$ cat config.mk
export PLATFORM = sky130hd
export DESIGN_NAME = clkdiv_reg
export DESIGN_NICKNAME = d
export VERILOG_FILES = /design/src/rtl/divctl_pkg.sv /design/src/rtl/divctl_decode.sv /design/src/rtl/divctl_regs.sv /design/src/rtl/divctl_gen.sv /design/src/rtl/clkdiv_reg.sv
export SDC_FILE = /design/constraint.sdc
export NUM_CORES = 1
export LEC_CHECK = 0
export ABC_AREA = 1
export BUFFER_PORTS_ARGS = -buffer_cell sky130_fd_sc_hd__buf_2
export CORE_UTILIZATION = 49
export CTS_BUF_LIST = sky130_fd_sc_hd__clkbuf_8
export CTS_CLUSTER_SIZE = 40
export DETAILED_ROUTE_END_ITERATION = 10
export PLACE_DENSITY = 0.81
export SYNTH_ARGS = -nofsm -noshare
export SYNTH_HDL_FRONTEND = slang
export SYNTH_SLANG_ARGS = --single-unit
$ cat constraint.sdc
create_clock -name clk -period 2.5 [get_ports clk]
set_input_delay 0.125 -clock clk [delete_from_list [all_inputs] [get_ports clk]]
set_output_delay 0.125 -clock clk [all_outputs]
set_load 0.05 [all_outputs]
$ cat src/rtl/divctl_pkg.sv
`timescale 1ns/1ps
package divctl_pkg;

    // Field-to-ratio decoding selected at elaboration
    typedef enum logic [1:0] {
        ENC_MINUS1 = 2'd0,   // ratio = field + 1
        ENC_DIRECT = 2'd1,   // ratio = field
        ENC_POW2   = 2'd2,   // ratio = 2 ** field
        ENC_TABLE  = 2'd3    // ratio = table[field], zero entry invalid
    } div_enc_e;

endpackage

$ cat src/rtl/divctl_decode.sv
`timescale 1ns/1ps
module divctl_decode
    import divctl_pkg::*;
#(
    parameter div_enc_e             ENC     = ENC_MINUS1,
    parameter int unsigned          FW      = 4,
    parameter int unsigned          DW      = 8,
    parameter int unsigned          MIN_DIV = 1,
    parameter int unsigned          MAX_DIV = 16,
    parameter int unsigned          TBL_N   = 8,
    parameter logic [TBL_N*DW-1:0]  TABLE   = '0
) (
    input  logic [FW-1:0] field,
    output logic [DW-1:0] div,
    output logic          valid
);

    generate
        if (ENC == ENC_TABLE) begin : g_table
            logic [DW-1:0] entry [TBL_N];

            for (genvar i = 0; i < TBL_N; i++) begin : g_entry
                assign entry[i] = TABLE[i*DW +: DW];
            end

            always_comb begin
                div   = '0;
                valid = 1'b0;
                if (32'(field) < TBL_N) begin
                    div   = entry[field];
                    valid = (div != '0);
                end
            end
        end else begin : g_arith
            logic [31:0] raw;

            if (ENC == ENC_MINUS1) begin : g_minus1
                assign raw = 32'(field) + 32'd1;
            end else if (ENC == ENC_DIRECT) begin : g_direct
                assign raw = 32'(field);
            end else begin : g_pow2
                assign raw = (32'(field) < 32'd32) ? (32'd1 << field) : 32'd0;
            end

            always_comb begin
                valid = (raw >= MIN_DIV) && (raw <= MAX_DIV);
                div   = raw[DW-1:0];
            end
        end
    endgenerate

endmodule

$ cat src/rtl/divctl_regs.sv
`timescale 1ns/1ps
module divctl_regs #(
    parameter int unsigned DW        = 8,
    parameter bit          LATCH_EN  = 1'b0,
    parameter int unsigned LATCH_POS = 31
) (
    input  logic          clk,
    input  logic          rst_n,
    input  logic          wr_en,
    input  logic [31:0]   wr_data,
    input  logic [DW-1:0] dec_div,
    input  logic          dec_valid,
    output logic [31:0]   ctrl,
    output logic [DW-1:0] pend_div
);

    localparam logic [31:0] COMMIT_MASK = LATCH_EN ? (32'd1 << LATCH_POS) : 32'd0;

    typedef struct packed {
        logic [31:0]   ctrl;
        logic [DW-1:0] pend;
    } regs_t;

    regs_t cur_q, nxt_d;
    logic  commit;

    always_comb begin
        nxt_d  = cur_q;
        commit = LATCH_EN ? wr_data[LATCH_POS] : 1'b1;
        if (wr_en) begin
            nxt_d.ctrl = wr_data & ~COMMIT_MASK;
            if (commit && dec_valid) begin
                nxt_d.pend = dec_div;
            end
        end
    end

    always_ff @(posedge clk or negedge rst_n) begin
        if (!rst_n) begin
            cur_q.ctrl <= '0;
            cur_q.pend <= DW'(1);
        end else begin
            cur_q <= nxt_d;
        end
    end

    assign ctrl     = cur_q.ctrl;
    assign pend_div = cur_q.pend;

endmodule

$ cat src/rtl/divctl_gen.sv
`timescale 1ns/1ps
module divctl_gen #(
    parameter int unsigned DW = 8
) (
    input  logic          clk,
    input  logic          rst_n,
    input  logic [DW-1:0] pend_div,
    output logic [DW-1:0] div_act,
    output logic [DW-1:0] div_cnt,
    output logic          clk_out
);

    typedef struct packed {
        logic [DW-1:0] cnt;
        logic [DW-1:0] act;
        logic          ph;
    } gen_t;

    gen_t cur_q, nxt_d;
    logic last;

    always_comb begin
        nxt_d = cur_q;
        last  = (cur_q.cnt == cur_q.act - 1'b1);
        if (last) begin
            // period boundary: pick up staged ratio here only
            nxt_d.cnt = '0;
            nxt_d.act = pend_div;
        end else begin
            nxt_d.cnt = cur_q.cnt + 1'b1;
        end
        nxt_d.ph = (nxt_d.cnt < (nxt_d.act >> 1));
    end

    always_ff @(posedge clk or negedge rst_n) begin
        if (!rst_n) begin
            cur_q.cnt <= '0;
            cur_q.act <= DW'(1);
            cur_q.ph  <= 1'b0;
        end else begin
            cur_q <= nxt_d;
        end
    end

    assign clk_out = (cur_q.act == DW'(1)) ? clk : cur_q.ph;
    assign div_act = cur_q.act;
    assign div_cnt = cur_q.cnt;

endmodule

$ cat src/rtl/clkdiv_reg.sv
`timescale 1ns/1ps
module clkdiv_reg
    import divctl_pkg::*;
#(
    parameter div_enc_e             ENC       = ENC_MINUS1,
    parameter int unsigned          SHIFT     = 0,
    parameter int unsigned          FW        = 4,
    parameter int unsigned          DW        = 8,
    parameter int unsigned          MIN_DIV   = 1,
    parameter int unsigned          MAX_DIV   = 16,
    parameter int unsigned          TBL_N     = 8,
    parameter logic [TBL_N*DW-1:0]  TABLE     = 64'h0506_0003_1000_0804,
    parameter bit                   LATCH_EN  = 1'b0,
    parameter int unsigned          LATCH_POS = 31,
    parameter int unsigned          AI_POS    = 30,
    parameter bit                   AI_INV    = 1'b0
) (
    input  logic        clk,
    input  logic        rst_n,
    input  logic        wr_en,
    input  logic [31:0] wr_data,
    output logic [31:0] rd_data,
    output logic        clk_out,
    output logic        autoidle_en
);

    logic [FW-1:0] wr_field;
    logic [DW-1:0] dec_div;
    logic          dec_valid;
    logic [31:0]   ctrl;
    logic [DW-1:0] pend_div;
    logic [DW-1:0] div_act;
    logic [DW-1:0] div_cnt;

    assign wr_field = wr_data[SHIFT +: FW];

    divctl_decode #(
        .ENC(ENC), .FW(FW), .DW(DW), .MIN_DIV(MIN_DIV), .MAX_DIV(MAX_DIV),
        .TBL_N(TBL_N), .TABLE(TABLE)
    ) u_dec (
        .field (wr_field),
        .div   (dec_div),
        .valid (dec_valid)
    );

    divctl_regs #(
        .DW(DW), .LATCH_EN(LATCH_EN), .LATCH_POS(LATCH_POS)
    ) u_regs (
        .clk       (clk),
        .rst_n     (rst_n),
        .wr_en     (wr_en),
        .wr_data   (wr_data),
        .dec_div   (dec_div),
        .dec_valid (dec_valid),
        .ctrl      (ctrl),
        .pend_div  (pend_div)
    );

    divctl_gen #(
        .DW(DW)
    ) u_gen (
        .clk      (clk),
        .rst_n    (rst_n),
        .pend_div (pend_div),
        .div_act  (div_act),
        .div_cnt  (div_cnt),
        .clk_out  (clk_out)
    );

    assign rd_data     = ctrl;
    assign autoidle_en = ctrl[AI_POS] ^ AI_INV;

endmodule

[Word level (Yosys, flattened, before mapping)]
Cells that the tools add are included.
Storage, ports and cells
  bits of input ports: 35
  word-level logic and storage cells: 19
  output and inout bits: 34
  register bits after elaboration: 57
Operators by class
  add/sub/neg operators: 3
  order comparisons: 3
  eq/ne operators: 2
  reductions and logical operators: 2
  mux-type cells: 3
Operators by type and width (count)
  $ge A32 B1 Y1 const B: 1
  $le A32 B5 Y1 const B: 1
  $mux W8: 2
  $add A8 B1 Y8 const B: 1
  $eq A8 B1 Y1 const B: 1
  $eq A8 B8 Y1: 1
  $lt A8 B7 Y1: 1
  $sub A8 B1 Y8 const B: 1
  $add A4 B1 Y5 const B: 1
  $reduce_and A2 Y1: 1
  $logic_and A1 B1 Y1: 1
  $mux W1: 1

[Longest topological paths before layout]
  word-level depth: 4
  mapped depth: 20
  mapped depth without buffers: 19

[Cells and area by module]
From an unflattened synthesis, not the netlist that was laid out.
Unflattened totals
  cell total of the unflattened synthesis: 386
  area, all modules: 3251.9 um2
By module, submodules not included
  divctl_regs: cells each 170, times used 1, seq. area each 1002.2 um2, area an instance 1726.7 um2
  divctl_gen: cells each 185, times used 1, seq. area each 426.7 um2, area an instance 1350.0 um2
  divctl_decode: cells each 30, times used 1, seq. area each 0.0 um2, area an instance 167.7 um2
  clkdiv_reg: cells each 1, times used 1, seq. area each 0.0 um2, area an instance 7.5 um2

==> impl_results.md <==
* WP data arrival at 3.12 ns
* Failing checks: setup timing
* Drt via density at 5.37
* Die Y-Extent at 76.1 um
* Post-Route Setup TNS at -0.262 ns
* Peak supply drop at 0.486 mV
* Post-Synthesis Cell Area at 2690 um2
* Combinational share of power at 0.209
* Slew HR at 0.591
* CTS tree: done
* Syn. warnings at 0
* Drt pass-1 iters at 4
* Fin crit period at 2.76 ns
* Final Max Slew Viols at 0
* Sequential power share at 0.451
* First-pass GRT wire length at 13.6 mm
* Area of the multi-input gates at 1210 um2
* Status: finished, violations left
* Synth Register Bits at 54
* PnR Total Power at 2.16 mW
* Worst hold slack at 0.0394 ns
* Hold Crit Class: input port to flop
* WL per Instance at 17.4 um
* Seq/Total Area, Yosys at 0.503
* Dpl ws at -0.199 ns
* I/O pin cnt at 69
* Final #Nets at 449
* CP Launch Type: flop
* Switching share of power at 0.306
* Starting Density at 0.517
* Layout cells sized above 1 at 0.381
* Drt total wl at 8.23 mm
* Largest net degree at the start of global routing at 28
* Final GP Congestion at 0.827
* Num rows at 26
* Number of global-route vias before repair at 2722
* Max Fanout on Critical Path at 7
* Fill count at 341
* CP Class: flop to flop
* Die extent in x at 76.1 um
* Routed via count at 2536
* Final Cycle Share at 1.10
* GRT overflow at 0
* Port buffer count at 68
* First DRT Iteration DRCs at 119
* EDFF count, synth at 0
* Fraction of registers with async set/reset at 1.00
* Clock power share at 0.340
* Syn Area/Cell at 9.57 um2
* Leak at 1.91 nW
* Die area at 5790 um2
* ANT nets after route at 0
* Pwr Density at 580 nW/um2
* Core area at 5200 um2
* Final WS setup at -0.262 ns
* Critical path endpoint category: flop
* DRC viols at 0
* Max Cap Viol at 0
* Area Overhead vs Synth at 38.9%
* Required @ worst endpoint at 2.86 ns
* Hpwl dp at 4.39 mm
* Worst-margin pin slew at 0.614 ns
* Antenna diodes at 0
* FF+latch area at 1350 um2
* Skew-Pair Late Insertion Delay at 0.42 ns
* Yosys cell types at 32
* Top_reg_cell synth: dfrtp_1
* Clk pin slew, worst setup/hold paths at 0.10 ns
* Endpoints failing setup at 1
* RSZ-0062 raised after global routing: yes
* Hold Vio Cnt, Final at 0
* Initial antenna violation count at 0
* FMAX at 0.362 GHz
* GRT Overall Usage at 0.316
* Switching pwr at 0.662 mW
* Syn Inst Count at 281
* Syn Nets at 328
* Core Util, Final at 0.717
* Final setup skew at 0.0124 ns
* Internal power at 1.50 mW
-- cell type report --
cell class / count / area share
flip-flops and latches: 54 / 0.363
multi-input cells: 184 / 0.324
repair buffers: 116 / 0.209
inverters: 37 / 0.0379
clock buffers: 10 / 0.0345
well taps: 70 / 0.0235
clock inverters: 1 / 0.00804
-- stage by stage --
stage / instance area (um2) / instances
after floorplan: 2710 / 281
after global placement: 3210 / 427
after detailed placement: 3210 / 427
after CTS: 3730 / 472
after global routing: 3730 / 472
final: 3730 / 472
-- state kept, by name, indices dropped and copies added (netlist names) --
signal	flops
u_gen.cur_q	1
u_gen.div_act	8
u_gen.div_cnt	8
u_regs.ctrl	32
u_regs.pend_div	5
-- metal layers --
metal  up-vias  wire (um)  part of all wire  global-route usage
li1       1142          -                 -                   -
met1      1198       3060              0.37               0.344
met2       157       4160              0.50               0.537
met3        39        586             0.071              0.0790
met4         0        426             0.052               0.225
met5         -          0                 0                   0
-- repair_timing --
item / CTS / global route
endpoints found under the hold margin: 53 / 0
endpoints found under the setup margin: 1 / 1
hold buffers: 31 / 0
pin swaps: 6 / 0
gates resized for setup: 9 / 1
setup buffers: 4 / 0
-- synthesized netlist by cell type, types with 7 or more instances --
cell type / instances / area share
dfrtp_1: 52 / 0.48
nand2_1: 57 / 0.080
a21oi_1: 8 / 0.015
ha_1: 12 / 0.056
inv_1: 29 / 0.040
o21ai_0: 11 / 0.020
nand3_1: 16 / 0.030
inv_2: 7 / 0.0098
mux2_2: 31 / 0.13
nor2_1: 22 / 0.031
-- worst paths after layout --
check / start / endpoint / slack (ns) / cells after the start
max: u_gen.div_act[0] / u_gen.cur_q[0] / -0.26 / 20
min: wr_data[2] / u_regs.ctrl[2] / 0.04 / 2
max reg2reg: u_gen.div_act[0] / u_gen.cur_q[0] / -0.26 / 20
min reg2reg: u_regs.pend_div[0] / u_gen.div_act[0] / 0.51 / 2
max in group asynchronous: rst_n / u_gen.div_cnt[3] / 1.59 / 3
min in group asynchronous: rst_n / u_regs.ctrl[24] / 0.25 / 2
-- placed cells by master (no fill, tap or decap), drive strengths merged --
cell type	netlist	routed
buf	2	86
nand2	58	58
dfrtp	52	52
inv	36	36
mux2	31	31
dlygate4sd3	0	31
nor2	26	26
nand3	17	17
o21ai	12	12
ha	12	12
clkbuf	4	9
a21oi	9	9
xor2	4	4
xnor2	4	4
nor3	3	3
dfstp	2	2
or2	2	2
clkinv	1	1
nor4	1	1
and2	1	1
o21bai	1	1
or3	1	1
nand4	1	1
a21o	1	1
bufinv	0	1
-- power groups by stage --
stage / logic (mW) / clock network, mW / registers (mW)
after floorplan: 0.0891 / 0.000351 / 1.16
after global placement: 0.387 / 0.000351 / 0.979
after detailed placement: 0.395 / 0.000351 / 0.982
after CTS: 0.432 / 0.726 / 0.966
after global routing: 0.473 / 0.779 / 0.981
final: 0.453 / 0.735 / 0.976
-- cell families (layout without fill, tap and decap cells) --
group,count (synthesis),after routing,synth area share
simple gates,110,110,0.177
fa+ha+maj,12,12,0.0558
xor+xnor,8,8,0.0261
mux,31,31,0.130
buf+inv,43,164,0.0619
flops,54,54,0.503
compound gates,23,23,0.0461
-- critical path: stages, from the launching register on --
cell and delay (ns):
dfstp_2 0.56, inv_4 0.04, ha_4 0.26, inv_2 0.03, nand2_1 0.05, nand2_1 0.04, nor2_1 0.08, nand3_1 0.07
nor2_1 0.11, nand3_2 0.11, nor2_4 0.21, inv_2 0.09, buf_4 0.14, o21ai_0 0.09, a21oi_1 0.10, ha_1 0.33
nand2_1 0.09, inv_1 0.04, nand2_1 0.06, nand2_1 0.08, a21oi_2 0.13
No activity file was read; power rests on OpenSTA's default activity.
